$ cat config.mk
export PLATFORM = sky130hd
export DESIGN_NAME = dqpsk_mapper
export DESIGN_NICKNAME = d
export VERILOG_FILES = /design/src/rtl/dqpsk_pkg.sv /design/src/rtl/dqpsk_fifo.sv /design/src/rtl/dqpsk_sym_ctrl.sv /design/src/rtl/dqpsk_point_lut.sv /design/src/rtl/dqpsk_mapper.sv
export SDC_FILE = /design/constraint.sdc
export NUM_CORES = 1
export LEC_CHECK = 0
export CAP_MARGIN = 15
export CORE_MARGIN = 8
export CORE_UTILIZATION = 43
export DETAILED_ROUTE_END_ITERATION = 10
export HOLD_SLACK_MARGIN = 0.08
export PLACE_DENSITY = 0.69
export SYNTH_ARGS = -nofsm -noshare
export SYNTH_HDL_FRONTEND = slang
export SYNTH_SLANG_ARGS = --single-unit
$ cat constraint.sdc
create_clock -name clk -period 8 [get_ports clk]
set_input_delay 0.8 -clock clk [delete_from_list [all_inputs] [get_ports clk]]
set_output_delay 0.8 -clock clk [all_outputs]
set_load 0.01 [all_outputs]
$ cat src/rtl/dqpsk_pkg.sv
// Shared types and the dibit-to-phase-step rule for the pi/4 DQPSK mapper.
package dqpsk_pkg;

    // Phase held as a count of pi/4 steps, modulo 8.
    typedef logic [2:0] phase_t;

    // Phase step for one dibit, in pi/4 units modulo 8.
    function automatic phase_t dibit_step(input logic [1:0] d);
        case (d)
            2'b00:   return 3'd1;
            2'b01:   return 3'd3;
            2'b10:   return 3'd7;
            default: return 3'd5;
        endcase
    endfunction

endpackage

$ cat src/rtl/dqpsk_fifo.sv
// Word buffer for transmit data.
// Assumes DEPTH is a power of two. A write while full is dropped, even if a
// pop happens in the same cycle, and sets a sticky overflow flag.
module dqpsk_fifo #(
    parameter int WORD_W = 16,
    parameter int DEPTH  = 4
) (
    input  logic              clk,
    input  logic              rst_n,
    input  logic              push_req,
    input  logic [WORD_W-1:0] push_data,
    input  logic              pop,
    output logic [WORD_W-1:0] head,
    output logic              full,
    output logic              empty,
    output logic              ovf
);
    localparam int AW = $clog2(DEPTH);

    logic [WORD_W-1:0] mem [DEPTH];
    logic [AW-1:0]     wptr, rptr;
    logic [AW:0]       count;
    logic              push;

    assign full  = (count == (AW+1)'(DEPTH));
    assign empty = (count == '0);
    assign push  = push_req && !full;
    assign head  = mem[rptr];

    // One storage register per entry, written when the write pointer selects it.
    for (genvar g = 0; g < DEPTH; g++) begin : g_entry
        always_ff @(posedge clk) begin
            if (push && wptr == AW'(g))
                mem[g] <= push_data;
        end
    end

    // Pointer, occupancy and overflow bookkeeping.
    always_ff @(posedge clk) begin
        if (!rst_n) begin
            wptr  <= '0;
            rptr  <= '0;
            count <= '0;
            ovf   <= 1'b0;
        end else begin
            if (push)
                wptr <= wptr + 1'b1;
            if (pop)
                rptr <= rptr + 1'b1;
            if (push && !pop)
                count <= count + 1'b1;
            else if (pop && !push)
                count <= count - 1'b1;
            if (push_req && full)
                ovf <= 1'b1;
        end
    end
endmodule

$ cat src/rtl/dqpsk_sym_ctrl.sv
// Symbol sequencer: picks dibits from the buffer head, MSB pair first,
// keeps the running phase and the underflow flag.
// Assumes the caller gates sym_fire with bypass and that WORD_W/2 is a power
// of two, so the dibit index wraps by itself.
module dqpsk_sym_ctrl
    import dqpsk_pkg::*;
#(
    parameter int WORD_W = 16
) (
    input  logic              clk,
    input  logic              rst_n,
    input  logic              sym_fire,
    input  logic              empty,
    input  logic [WORD_W-1:0] head,
    output logic              pop,
    output phase_t            ph_sel,
    output logic              unf
);
    localparam int NDIB = WORD_W / 2;
    localparam int IW   = $clog2(NDIB);

    logic [IW-1:0]     idx;
    phase_t            ph;
    logic [WORD_W-1:0] shifted;
    logic [1:0]        dibit;

    // Select the current dibit by shifting it up to the top of the word.
    always_comb begin
        shifted = head << {idx, 1'b0};
        dibit   = shifted[WORD_W-1 -: 2];
    end

    assign ph_sel = empty ? ph : ph + dibit_step(dibit);
    assign pop    = sym_fire && !empty && (idx == IW'(NDIB-1));

    // Advance phase and dibit index per symbol; latch underflow.
    always_ff @(posedge clk) begin
        if (!rst_n) begin
            ph  <= '0;
            idx <= '0;
            unf <= 1'b0;
        end else if (sym_fire) begin
            if (empty) begin
                unf <= 1'b1;
            end else begin
                ph  <= ph_sel;
                idx <= idx + 1'b1;
            end
        end
    end
endmodule

$ cat src/rtl/dqpsk_point_lut.sv
// Constellation table: phase index k -> (cos, sin) of k*pi/4 at amplitude AMP.
// Assumes AMP fits in SAMP_W-1 magnitude bits. The diagonal value is AMP*cos(pi/4).
module dqpsk_point_lut
    import dqpsk_pkg::*;
#(
    parameter int SAMP_W = 16,
    parameter int AMP    = 23170
) (
    input  phase_t                   ph,
    output logic signed [SAMP_W-1:0] pt_i,
    output logic signed [SAMP_W-1:0] pt_q
);
    localparam int DIAG = int'((longint'(AMP) * 46341) >>> 16);
    localparam logic signed [SAMP_W-1:0] A = SAMP_W'(AMP);
    localparam logic signed [SAMP_W-1:0] D = SAMP_W'(DIAG);

    // Map the eight phase indices to signed rail values.
    always_comb begin
        case (ph)
            3'd0:    begin pt_i = A;  pt_q = '0; end
            3'd1:    begin pt_i = D;  pt_q = D;  end
            3'd2:    begin pt_i = '0; pt_q = A;  end
            3'd3:    begin pt_i = -D; pt_q = D;  end
            3'd4:    begin pt_i = -A; pt_q = '0; end
            3'd5:    begin pt_i = -D; pt_q = -D; end
            3'd6:    begin pt_i = '0; pt_q = -A; end
            default: begin pt_i = D;  pt_q = -D; end
        endcase
    end
endmodule

$ cat src/rtl/dqpsk_mapper.sv
// pi/4 DQPSK symbol mapper top: buffer, sequencer, point table and output
// register, with a bypass path for host-written I/Q.
// Assumes sym_stb is a one-cycle pulse at the symbol rate.
module dqpsk_mapper #(
    parameter int WORD_W = 16,
    parameter int DEPTH  = 4,
    parameter int SAMP_W = 16,
    parameter int AMP    = 23170
) (
    input  logic                     clk,
    input  logic                     rst_n,
    input  logic                     wr_en,
    input  logic [WORD_W-1:0]        wr_data,
    input  logic                     sym_stb,
    input  logic                     bypass,
    input  logic                     byp_wr,
    input  logic signed [SAMP_W-1:0] byp_i,
    input  logic signed [SAMP_W-1:0] byp_q,
    output logic signed [SAMP_W-1:0] out_i,
    output logic signed [SAMP_W-1:0] out_q,
    output logic                     out_vld,
    output logic                     fifo_full,
    output logic                     fifo_empty,
    output logic                     ovf_flag,
    output logic                     unf_flag
);
    import dqpsk_pkg::*;

    logic                     sym_fire, byp_load, pop;
    logic [WORD_W-1:0]        head;
    phase_t                   ph_sel;
    logic signed [SAMP_W-1:0] pt_i, pt_q;

    assign sym_fire = sym_stb && !bypass;
    assign byp_load = byp_wr && bypass;

    dqpsk_fifo #(.WORD_W(WORD_W), .DEPTH(DEPTH)) u_fifo (
        .clk(clk), .rst_n(rst_n), .push_req(wr_en), .push_data(wr_data),
        .pop(pop), .head(head), .full(fifo_full), .empty(fifo_empty),
        .ovf(ovf_flag)
    );

    dqpsk_sym_ctrl #(.WORD_W(WORD_W)) u_ctrl (
        .clk(clk), .rst_n(rst_n), .sym_fire(sym_fire), .empty(fifo_empty),
        .head(head), .pop(pop), .ph_sel(ph_sel), .unf(unf_flag)
    );

    dqpsk_point_lut #(.SAMP_W(SAMP_W), .AMP(AMP)) u_lut (
        .ph(ph_sel), .pt_i(pt_i), .pt_q(pt_q)
    );

    // Output register: bypass write or modulated point, plus valid pulse.
    always_ff @(posedge clk) begin
        if (!rst_n) begin
            out_i   <= '0;
            out_q   <= '0;
            out_vld <= 1'b0;
        end else begin
            out_vld <= byp_load || sym_fire;
            if (byp_load) begin
                out_i <= byp_i;
                out_q <= byp_q;
            end else if (sym_fire) begin
                out_i <= pt_i;
                out_q <= pt_q;
            end
        end
    end
endmodule

==> Word level (Yosys, flattened, before mapping) <==
Memory sizes are Yosys's and may differ from the RTL's. A register that Yosys moved wholly into a read port is not among the register bits.
Index checks and enable logic that the tools add are counted.
{ "totals": {"register_bits": 48, "mem_bits_rw": 64, "inputBits": 54, "output_inout_bits": 37, "word_cells": 94, "n_memories": 1} }
{ "memory_table": {"columns": ["name", "words", "word_bits", "rd", "rd_clocked_by_memory_dff", "wr", "line_no", "rtl"], "rows": [
  ["u_fifo.mem", 4, 16, 1, 1, 1, "dqpsk_fifo.sv:20", "logic [WORD_W-1:0] mem [DEPTH];"]
]} }
{ "op_classes": {"add_sub_neg": 6, "eq_ne": 13, "n_shift": 1, "n_mux": 29, "bitwise_logic": 1, "n_reduce_logical": 33} }
{ "ops": {"columns": ["op", "n"], "rows": [
  ["16-bit case mux with 4 select lines", 2],
  ["16-bit two-way mux", 7],
  ["16-bit OR reduction", 3],
  ["16-bit by 4-bit left shift with 16-bit output", 1],
  ["3-bit equality test, second input constant", 5],
  ["1-bit logical AND", 12],
  ["1-bit two-way mux", 11],
  ["2-bit two-way mux", 5],
  ["3-bit two-way mux", 3],
  ["3-bit case mux with 3 select lines", 1],
  ["2-bit OR reduction", 4],
  ["3-bit by 1-bit adder with 3-bit output, second input constant", 2],
  ["2-bit equality test, second input constant", 3],
  ["3-bit by 2-bit equality test with 1-bit output, second input constant", 2],
  ["3-bit logical NOT", 2],
  ["1-bit logical NOT", 5],
  ["2-bit by 1-bit adder with 2-bit output, second input constant", 2],
  ["2-bit by 1-bit equality test with 1-bit output, second input constant", 2],
  ["2-bit logical NOT", 2],
  ["2-bit AND reduction", 2],
  ["2-bit nonzero test", 2],
  ["3-bit adder", 1],
  ["3-bit by 1-bit equality test with 1-bit output, second input constant", 1],
  ["3-bit by 1-bit subtractor with 3-bit output, second input constant", 1],
  ["other kinds (2)", 2]
]} }

==> Logic depth before layout (Yosys ltp) <==
Gate-level depths: netlist of the first run.
{ "logic_depth": {"word_depth": 10, "ltp_mapped": 15, "mapped_depth_nobuf": 12} }

==> Modules after synthesis <==
From an unflattened synthesis of the first run, not the netlist that was laid out.
{ "unflattened": {"hier_cells": 407, "hier_area_um2": 5082.4} }
{ "modules_own_cells": {"columns": ["module", "instances", "cells_each", "area_per_inst_um2", "seq_area_each_um2"], "rows": [
  ["dqpsk_fifo", 1, 135, 2846.5, 2122.0],
  ["dqpsk_mapper", 1, 182, 1406.3, 660.6],
  ["dqpsk_sym_ctrl", 1, 46, 529.3, 140.1],
  ["dqpsk_point_lut", 1, 44, 300.3, 0.0]
]} }

==> Worst setup path after synthesis of the first run <==
OpenSTA, ideal clock, no wires.
{ "synth_timing": {"path_type": "register to register", "startpoint": "reg with a tool-made name", "endpoint": "reg out_i[11]", "setup_time_ps": 127, "arrival_ps": 3896, "required_ps": 7873, "setup_slack_ps": 3977, "path_stages_with_launch": 14, "period_less_slack_ps": 4023, "path_cell_list": "dfxtp_1 clkbuf_1 clkbuf_1 mux4_1 mux4_2 mux2_2 ha_1 fa_1 or3_1 clkbuf_1 a21oi_2 xnor2_1 mux2i_1 nand2_1"} }
{ "synth_lines": {"columns": ["item", "line_no", "rtl"], "rows": [
  ["to (signal assigned)", "dqpsk_mapper.sv:61", "out_i <= byp_i;"],
  ["to (signal assigned)", "dqpsk_mapper.sv:64", "out_i <= pt_i;"],
  ["to (decl)", "dqpsk_mapper.sv:19", "output logic signed [SAMP_W-1:0] out_i,"]
]} }

==> impl_results.md, run 1 <==
* Outcome: finished clean
* Routed Antenna Nets at 0
* Pwr/cell area at 278 nW/µm²
* Clk_lat worst skew at 400 ps
* Nets@finish at 543
* # Max-Cap Violations at 0
* Data required time at the worst endpoint at 8280 ps
* Root Driver: clkbuf_16
* Num CTS Buffers at 17
* Arrival time worst endpoint at 5000 ps
* Post-synth cell types at 52
* Post-synth EDFFs at 64
* Least-Margin Pin Slew at 918 ps
* Grt ovf at 0
* Via Count at 3409
* Largest net degree at the start of global routing at 52
* Avg Cell Area, Syn at 12.8 µm²
* Number of antenna diodes at 0
* Total GRT Usage at 0.143
* Main synth FF type: edfxtp_1
* Resized Gates After CTS at 0
* DIE AREA at 15400 µm²
* Register area share after synthesis at 0.580
* Routability cong. at 0.854
* CTS clock-pin slew for the worst setup and hold paths at 60 ps
* IO buf count at 90
* Ys Warns at 0
* Slew Limit Fails at 0
* CTS Hold Buffers Added at 0
* CP startpoint kind: flop
* Synth top area cells: edfxtp_1 (38%), dfxtp_1 (20%), mux4_1 (7.3%)
* Final setup viols at 0
* # Post-CTS Setup Buffers at 0
* Die X-Extent at 124 µm
* Drt first pass iters at 4
* First-pass GRT wire length at 17900 µm
* Routed WL per cell at 17.1 µm
* Max Fclk at 212 MHz
* Final Util at 0.578
* Min Tclk post-route at 4720 ps
* Fin. Hold Viols at 0
* Setup crit end kind: flop
* H-tree lvl count at 4
* Worst path top cell family by delay: multiplexers
* CTS tree: yes
* Most area-hungry cell type in the Yosys netlist: edfxtp_1
* DRC at 0
* Layout fillers at 963
* P&R area growth vs syn at 30.9%
* Critical path fanouts, max at 16
* #FFs+latches synth at 114
* Clock Sinks at 114
* CP bufs+invs at 0
* Critical path class: flop to flop
* Max incr delay on CP at 920 ps
* P_leak at 2.43 nW
* Detailed-placement wirelength estimate at 7110 µm
* Top cells by count, synth: edfxtp_1 (64), dfxtp_1 (50), nand2_1 (44), nor2_1 (24), clkbuf_1 (22)
* Slowest-stage cell, CP: dfxtp_1
* Starting Density at 0.441
* Number of cell rows at 39
* Crit-path cells: mux4_1, mux4_2, mux2_2, ha_1, fa_1, or3_1, a21oi_2, xnor2_1, mux2i_1, nand2_1
* Maximum vdd drop at 138 µV
* Via density at 5.38
* Final period utilization at 0.590
* Worst Hold Class: flop to flop
* Fraction of layout cells with a size suffix above 1 at 0.0835
* Die H at 124 µm
* Drt first-iter violations at 217
* Post-synthesis net count at 458
* Count leader, synth: edfxtp_1
* CTS max path bufs at 2
* Slew HR at 0.387
* Core area at 11400 µm²
* Cell Area, Synth at 5040 µm²
* Io pins at 91
* Fin Clk Skew at 7.55 ps
* Async set-reset flop share out of synthesis at 0
* Vias in the first global route at 3468
* Final wirelength at 10800 µm
* Mapped Cells at 393
* RSZ-0062 raised after global routing: false
* Area share of the largest cell type after synthesis at 0.382
* Setup TNS at 0 ps
* Initial antenna violation count at 0
[cell usage in the layout (no fill, tap or decap), types with 3 or more instances in the layout]
cell type | Yosys | routed
inv_6 | 0 | 5
nand2b_1 | 3 | 3
xnor2_1 | 8 | 8
clkinvlp_4 | 0 | 3
and2_1 | 15 | 15
mux2i_1 | 7 | 7
nand3_1 | 9 | 9
ha_1 | 9 | 9
mux4_2 | 4 | 4
o221ai_1 | 9 | 9
inv_1 | 9 | 9
edfxtp_1 | 64 | 64
clkbuf_16 | 0 | 17
o21ai_0 | 3 | 3
nand2_1 | 44 | 44
or3_1 | 4 | 4
a21o_1 | 3 | 3
clkdlybuf4s50_1 | 0 | 90
nor3_1 | 3 | 3
nor2b_1 | 6 | 6
a21boi_0 | 6 | 6
nor2_1 | 24 | 24
dfxtp_1 | 50 | 50
a22o_1 | 21 | 21
o31ai_1 | 3 | 3
a21oi_1 | 17 | 17
mux4_1 | 14 | 14
[worst min-delay path: stages, from the launching register on]
cell     delay, ps
dfxtp_1        320
a21oi_1         40
nor2b_1         90
[sequential cells by signal (all words and copies together) (netlist names), named ones only]
register / flops
u_fifo.count: 3
u_ctrl.idx: 3
out_q: 16
u_ctrl.unf: 1
out_vld: 1
u_fifo.mem: 64
u_fifo.ovf: 1
u_fifo.wptr: 2
u_fifo.rptr: 2
u_ctrl.ph: 3
out_i: 16
[cell type report]
cell class / instances / area, µm² / area share
clock buffers: 17 / 425 / 0.0645
clock inverters: 15 / 156 / 0.0237
inverters: 9 / 33.8 / 0.00512
multi-input cells: 244 / 1960 / 0.298
flip-flops and latches: 114 / 2920 / 0.443
well taps: 143 / 179 / 0.0271
repair buffers: 92 / 916 / 0.139
[per-stage QoR]
stage          std cells  power [mW]  area, µm²  hold slack [ps]  setup WS [ps]
2_1_floorplan        393       0.965       5040              493           3980
3_3_place_gp         602        1.10       6010              477           3370
3_5_place_dp         602        1.11       6010              475           3310
4_1_cts              634        1.85       6600              489           3250
5_1_grt              634        1.93       6600              502           3020
6_report             634        1.84       6600              482           3280
[where the power goes]
part	internal (mW)	switching, mW	total, mW
Sequential	0.682	0.0342	0.717
Combinational	0.185	0.199	0.383
Clock	0.461	0.274	0.735
Total	1.33	0.507	1.84
[metal layers]
| layer | vias to the layer above | GRT usage | routed length [µm] |
|---|---|---|---|
| met5 | - | 0 | 0 |
| met4 | 0 | 0.0461 | 68 |
| met3 | 4 | 0.0502 | 582 |
| met2 | 97 | 0.229 | 5180 |
| met1 | 1637 | 0.175 | 4990 |
| li1 | 1671 | - | - |
[cell families (layout without fill, tap and decap cells)]
| kind of cell | count (synthesis) | after routing | synth area share |
|---|---|---|---|
| AND/OR/NAND/NOR | 113 | 113 | 0.104 |
| adder cells (fa/ha/maj) | 11 | 11 | 0.0303 |
| buffers and inverters | 35 | 133 | 0.0301 |
| flip-flops | 114 | 114 | 0.580 |
| XOR/XNOR | 10 | 10 | 0.0201 |
| AO/OA/AOI/OAI | 83 | 83 | 0.126 |
| multiplexers | 27 | 27 | 0.109 |
[final timing paths]
path,slack (ps),start,cells past startpoint,end
worst min-delay path,480,u_fifo.ovf$_SDFFE_PN0P_,2,u_fifo.ovf$_SDFFE_PN0P_
worst min register to register,480,u_fifo.ovf$_SDFFE_PN0P_,2,u_fifo.ovf$_SDFFE_PN0P_
worst max-delay path,3280,flop,10,out_i[11]$_SDFFE_PN0P_
worst max register to register,3280,flop,10,out_i[11]$_SDFFE_PN0P_
Note: power is estimated with default switching activity, not from simulation.
==> run 2: changes to the inputs <==
==> constraint.sdc (replaced) <==
create_clock -name clk -period 4.9 [get_ports clk]
set_input_delay 0.49 -clock clk [delete_from_list [all_inputs] [get_ports clk]]
set_output_delay 0.49 -clock clk [all_outputs]
set_load 0.01 [all_outputs]
==> run 2 against run 1 <==
Core utilization is essentially flat. Worst hold slack gained 10 ps. Wire length is 1.6% higher. First-iteration DRC count down 30%. Flip-flop and latch count did not move. Critical path depth grew 2. Clock power increased by 56%. Non-clock buffer count up 2. Largest cell class unchanged. Highest routed layer unchanged.
==> impl_results.md, run 2 (synthesis results as in run 1) <==
* Critical path class: flop to flop (unchanged)
* Routed Antenna Nets at 0 (unchanged)
* # Post-CTS Setup Buffers at 0 (unchanged)
* H-tree lvl count at 4 (unchanged)
* First-pass GRT wire length at 17700 µm (was 17900 µm)
* Vias in the first global route at 3398 (was 3468)
* Fin Clk Skew at 6.12 ps (was 7.55 ps)
* Finished Layout Cells at 636 (was 634)
* Slew HR at 0.424 (was 0.387)
* Largest registers: u_fifo.mem (64), out_i (16), out_q (16) (unchanged)
* Internal Power at 2.11 mW (was 1.33 mW)
* Arrival time worst endpoint at 4710 ps (was 5000 ps)
* Data required time at the worst endpoint at 5170 ps (was 8280 ps)
* Clock Sinks at 114 (unchanged)
* Layout fillers at 941 (was 963)
* Starting Density at 0.441 (unchanged)
* Total GRT Usage at 0.141 (was 0.143)
* Io pins at 91 (unchanged)
* Number of cell rows at 39 (unchanged)
* DIE AREA at 15400 µm² (unchanged)
* Critical path fanouts, max at 9 (was 16)
* Maximum vdd drop at 277 µV (was 138 µV)
* Die H at 124 µm (unchanged)
* Fraction of layout cells with a size suffix above 1 at 0.0892 (was 0.0835)
* Final period utilization at 0.905 (was 0.590)
* IO buf count at 90 (unchanged)
* Routability cong. at 0.860 (was 0.854)
* Worst-case reg-to-reg path depth at 12 (was 10)
* Worst Hold Class: flop to flop (unchanged)
* Most common cell after layout, fill and taps aside: clkdlybuf4s50_1 (unchanged)
* Routed WL per cell at 17.3 µm (was 17.1 µm)
* Top reg by flops: u_fifo.mem (unchanged)
* Least-Margin Pin Slew at 864 ps (was 918 ps)
* Grt ovf at 0 (unchanged)
* Number of antenna diodes at 0 (unchanged)
* Flop-to-flop setup slack at 470 ps (was 3280 ps)
* Pwr/cell area at 447 nW/µm² (was 278 nW/µm²)
* Worst r2r dst: out_i[11]$_SDFFE_PN0P_ (unchanged)
* Drt first-iter violations at 151 (was 217)
* Core area at 11400 µm² (unchanged)
* Drt first pass iters at 4 (unchanged)
* CP Capture Point: out_i[11]$_SDFFE_PN0P_ (unchanged)
* Final wirelength at 11000 µm (was 10800 µm)
* # Max-Cap Violations at 0 (unchanged)
* CTS Hold Buffers Added at 0 (unchanged)
* Max Fclk at 225 MHz (was 212 MHz)
* P&R area growth vs syn at 30.8% (was 30.9%)
* Nets@finish at 545 (was 543)
* Part of the power in registers at 0.398 (was 0.391)
* Max FFs per register at 64 (unchanged)
* Num CTS Buffers at 17 (unchanged)
* Multi-input gate area at 1960 µm² (unchanged)
* RSZ-0062 raised after global routing: false (unchanged)
* Resized Gates After CTS at 0 (unchanged)
* Min Tclk post-route at 4430 ps (was 4720 ps)
* Share of total power in combinational logic at 0.212 (was 0.209)
* Detailed-placement wirelength estimate at 7460 µm (was 7110 µm)
* Via Count at 3397 (was 3409)
* Root Driver: clkbuf_16 (unchanged)
* Clk_lat worst skew at 400 ps (about the same)
* Setup crit end kind: flop (unchanged)
* Clock network power share at 0.391 (was 0.401)
* NetSw at 832 µW (was 507 µW)
* Final setup viols at 0 (unchanged)
* Fin. Hold Viols at 0 (unchanged)
* CTS max path bufs at 2 (unchanged)
* DRC at 0 (unchanged)
* Slew Limit Fails at 0 (unchanged)
* P_leak at 2.43 nW (about the same)
* Largest net degree at the start of global routing at 32 (was 52)
* Initial antenna violation count at 0 (unchanged)
* Sequential cell area at 2920 µm² (unchanged)
* Setup TNS at 0 ps (unchanged)
* CTS clock-pin slew for the worst setup and hold paths at 50 ps (was 60 ps)
* Pwr Total at 2.95 mW (was 1.84 mW)
* Via density at 5.34 (was 5.38)
* Final Util at 0.577 (was 0.578)
* Switching Fraction at 0.282 (was 0.276)
* Leading cell types in the layout, fill and taps excluded: clkdlybuf4s50_1 (90), edfxtp_1 (64), dfxtp_1 (50) (unchanged)
* CP startpoint kind: flop (unchanged)
* Die X-Extent at 124 µm (unchanged)
* Outcome: finished clean (unchanged)
* Post-placement cell count at 604 (was 602)
* CTS tree: yes (unchanged)
-- run 2: cell count changes in the layout (fill, tap and decap cells not counted) --
cell / before / now
clkinv_1: 2 / 1
inv_6: 5 / 2
bufinv_16: 2 / 1
clkinv_2: 1 / 2
buf_4: 2 / 4
clkinv_4: 2 / 6
-- run 2: routing by layer --
layer / up-vias / global-route usage / share of wire
li1: 1663 / - / -
met1: 1611 / 0.175 / 0.45
met2: 112 / 0.226 / 0.48
met3: 11 / 0.0481 / 0.059
met4: 0 / 0.0454 / 0.011
met5: - / 0 / 0
-- run 2: power by group through the flow --
stage	clock, mW	sequential (mW)	combinational (mW)
after floorplan	0	1.19	0.385
after global placement	0	1.19	0.615
after detailed placement	0	1.19	0.623
after CTS	1.17	1.17	0.628
after global routing	1.22	1.18	0.685
final	1.15	1.17	0.624
-- run 2: worst max-delay path, stage by stage, from the launching register on --
cell	delay, ps
dfxtp_1	620
buf_4	280
mux4_1	550
mux2_2	270
nor3b_1	260
a211o_1	150
ha_1	240
fa_1	420
or3_1	490
a21oi_2	260
xnor2_1	270
mux2i_1	400
nand2_1	90
-- run 2: layout make-up --
type	count	share of cell area
Clock buffer	17	0.0645
Clock inverter	15	0.0207
Inverter	9	0.00513
Multi-Input combinational cell	244	0.298
Sequential cell	114	0.443
Tap cell	143	0.0271
Timing Repair Buffer	94	0.141
-- run 2: worst min path at each step --
stage                                      start                           end  depth (start not counted)
floorplan           u_fifo.count[2]$_SDFFE_PN0P_  u_fifo.count[2]$_SDFFE_PN0P_                          2
global placement         u_fifo.ovf$_SDFFE_PN0P_       u_fifo.ovf$_SDFFE_PN0P_                          2
detailed placement       u_fifo.ovf$_SDFFE_PN0P_       u_fifo.ovf$_SDFFE_PN0P_                          2
CTS                      u_fifo.ovf$_SDFFE_PN0P_       u_fifo.ovf$_SDFFE_PN0P_                          2
global route             u_fifo.ovf$_SDFFE_PN0P_       u_fifo.ovf$_SDFFE_PN0P_                          2
finish                   u_fifo.ovf$_SDFFE_PN0P_       u_fifo.ovf$_SDFFE_PN0P_                          2
-- run 2: metrics by stage --
stage | setup slack [ps] | instance area, µm² | hold slack (ps)
after floorplan | 877 | 5040 | 493
after global placement | 552 | 6030 | 476
after detailed placement | 471 | 6030 | 480
after CTS | 427 | 6590 | 497
after global routing | 163 | 6590 | 513
final | 465 | 6590 | 492
==> run 3: changes to the inputs <==
--- a/config.mk
+++ b/config.mk
@@ -6,7 +6,6 @@
 export NUM_CORES = 1
 export LEC_CHECK = 0
 export CAP_MARGIN = 15
-export CORE_MARGIN = 8
 export CORE_UTILIZATION = 43
 export DETAILED_ROUTE_END_ITERATION = 10
 export HOLD_SLACK_MARGIN = 0.08
==> run 3 against run 2 <==
Flip-flop and latch count did not move. Final area fell by 0.25%. Sequential share of layout area rose by 0.11 points. Worst hold slack improved by 8.4 ps. Clock power barely moved. Count of clock-buffer cells in the layout rose by 1. Highest routed layer unchanged.
==> impl_results.md, run 3 (synthesis results as in run 1) <==
* IO buf count at 90 (unchanged)
* Area after DPL at 6030 µm² (unchanged)
* Post-placement cell count at 604 (unchanged)
* Final wirelength at 10400 µm (was 11000 µm)
* Max FFs per register at 64 (unchanged)
* Routed Antenna Nets at 0 (unchanged)
* Pwr/cell area at 444 nW/µm² (was 447 nW/µm²)
* Part of the power in registers at 0.401 (was 0.398)
* RSZ-0062 raised after global routing: false (unchanged)
* CTS tree: yes (unchanged)
* Clock Sinks at 114 (unchanged)
* # Post-CTS Setup Buffers at 0 (unchanged)
* Share of total power in combinational logic at 0.216 (was 0.212)
* Least-Margin Pin Slew at 859 ps (was 864 ps)
* Largest registers: u_fifo.mem (64), out_i (16), out_q (16) (unchanged)
* Number of antenna diodes at 0 (unchanged)
* Worst Hold Class: flop to flop (unchanged)
* DIE AREA at 12200 µm² (was 15400 µm²)
* Die X-Extent at 110 µm (was 124 µm)
* Switching Fraction at 0.278 (was 0.282)
* Slowest-stage cell, CP: dfxtp_1 (unchanged)
* Num CTS Buffers at 17 (unchanged)
* Routed WL per cell at 16.4 µm (was 17.3 µm)
* # Max-Cap Violations at 0 (unchanged)
* Number of cell rows at 39 (unchanged)
* Slew HR at 0.427 (was 0.424)
* Slew Limit Fails at 0 (unchanged)
* Starting Density at 0.441 (unchanged)
* CP startpoint kind: flop (unchanged)
* Via density at 5.37 (was 5.34)
* Resized Gates After CTS at 0 (unchanged)
* Crit-path cells: buf_4, mux4_1, mux2_2, nor3b_1, a211o_1, ha_1, fa_1, xnor3_1, o31ai_1, a221oi_2, nor2_1 (was buf_4, mux4_1, mux2_2, nor3b_1, a211o_1, ha_1, fa_1, or3_1, a21oi_2, xnor2_1, mux2i_1, nand2_1)
* Finished Layout Cells at 636 (unchanged)
* Setup crit end kind: flop (unchanged)
* Outcome: finished clean (unchanged)
* Maximum vdd drop at 216 µV (was 277 µV)
* Clk_lat worst skew at 400 ps (about the same)
* Total GRT Usage at 0.179 (was 0.141)
* CTS Hold Buffers Added at 0 (unchanged)
* Data required time at the worst endpoint at 5160 ps (was 5170 ps)
* NetSw at 810 µW (was 832 µW)
* Flop-to-flop setup slack at 370 ps (was 470 ps)
* Initial antenna violation count at 0 (unchanged)
* Arrival time worst endpoint at 4790 ps (was 4710 ps)
* Io pins at 91 (unchanged)
* Max incr delay on CP at 660 ps (was 620 ps)
* P_leak at 2.42 nW (was 2.43 nW)
* Final period utilization at 0.924 (was 0.905)
* Internal Power at 2.11 mW (about the same)
* Grt ovf at 0 (unchanged)
* Via Count at 3414 (was 3397)
* Fin. Hold Viols at 0 (unchanged)
* Core area at 11400 µm² (unchanged)
* Min Tclk post-route at 4530 ps (was 4430 ps)
* Largest net degree at the start of global routing at 31 (was 32)
* Most common cell after layout, fill and taps aside: clkdlybuf4s50_1 (unchanged)
* CTS clock-pin slew for the worst setup and hold paths at 50 ps (about the same)
* Detailed-placement wirelength estimate at 6950 µm (was 7460 µm)
* Max Fclk at 221 MHz (was 225 MHz)
* Setup TNS at 0 ps (unchanged)
* Critical path class: flop to flop (unchanged)
* Top reg by flops: u_fifo.mem (unchanged)
* Fin area at 6580 µm² (was 6590 µm²)
* Fin Clk Skew at 4.73 ps (was 6.12 ps)
* Root Driver: clkbuf_16 (unchanged)
* First-pass GRT wire length at 16200 µm (was 17700 µm)
* Worst Hold Slack at 501 ps (was 492 ps)
* Drt first pass iters at 5 (was 4)
* CTS max path bufs at 2 (unchanged)
* Clock network power share at 0.382 (was 0.391)
* Leading cell types in the layout, fill and taps excluded: clkdlybuf4s50_1 (90), edfxtp_1 (64), dfxtp_1 (50) (unchanged)
* Vias in the first global route at 3337 (was 3398)
* Critical path fanouts, max at 10 (was 9)
* Drt first-iter violations at 153 (was 151)
* H-tree lvl count at 4 (unchanged)
* Nets@finish at 545 (unchanged)
* DRC at 0 (unchanged)
* Die H at 110 µm (was 124 µm)
* P&R area growth vs syn at 30.5% (was 30.8%)
* Fraction of layout cells with a size suffix above 1 at 0.0832 (was 0.0892)
* Final setup viols at 0 (unchanged)
* Routability cong. at 0.854 (was 0.860)
run 3: path summary, 6_finish.rpt:
| kind | start | end | depth (start not counted) |
|---|---|---|---|
| worst min register to register | u_fifo.ovf$_SDFFE_PN0P_ | u_fifo.ovf$_SDFFE_PN0P_ | 2 |
| worst max-delay path | flop | out_i[13]$_SDFFE_PN0P_ | 11 |
| worst max register to register | flop | out_i[13]$_SDFFE_PN0P_ | 11 |
| worst min-delay path | u_fifo.ovf$_SDFFE_PN0P_ | u_fifo.ovf$_SDFFE_PN0P_ | 2 |
run 3: through the flow:
stage | util | worst slack (ps) | total power, mW
floorplan | - | 877 | 1.58
global route | 0.576 | 83.5 | 3.05
CTS | 0.576 | 358 | 2.94
finish | 0.576 | 373 | 2.92
detailed placement | 0.528 | 399 | 1.82
global placement | 0.528 | 516 | 1.80
run 3: area by class of cell:
class,count,area (µm²)
Clock buffer,18,429
Clock inverter,14,116
Fill cell,962,4840
Inverter,9,33.8
Multi-Input combinational cell,244,1960
Sequential cell,114,2920
Tap cell,143,179
Timing Repair Buffer,94,931
run 3: layer usage:
layer,track usage,up-vias,share of wire
li1,-,1661,-
met1,0.221,1634,0.44
met2,0.308,113,0.49
met3,0.0423,6,0.063
met4,0.0592,0,0.0067
met5,0,-,0
run 3: power groups by stage:
stage          registers (mW)  logic [mW]  clock network, mW
2_1_floorplan            1.19       0.385                  0
5_1_grt                  1.18       0.691               1.18
4_1_cts                  1.17       0.631               1.14
6_report                 1.17       0.631               1.12
3_3_place_gp             1.19       0.611                  0
3_5_place_dp             1.19       0.627                  0
run 3: critical path, delay by kind of cell, from the launching register on:
| family | cells | cell delay [ps] |
|---|---|---|
| compound gates | 3 | 890 |
| xor+xnor | 1 | 490 |
| fa+ha+maj | 2 | 850 |
| buf+inv | 1 | 280 |
| flops | 1 | 660 |
| mux | 2 | 840 |
| simple gates | 2 | 380 |
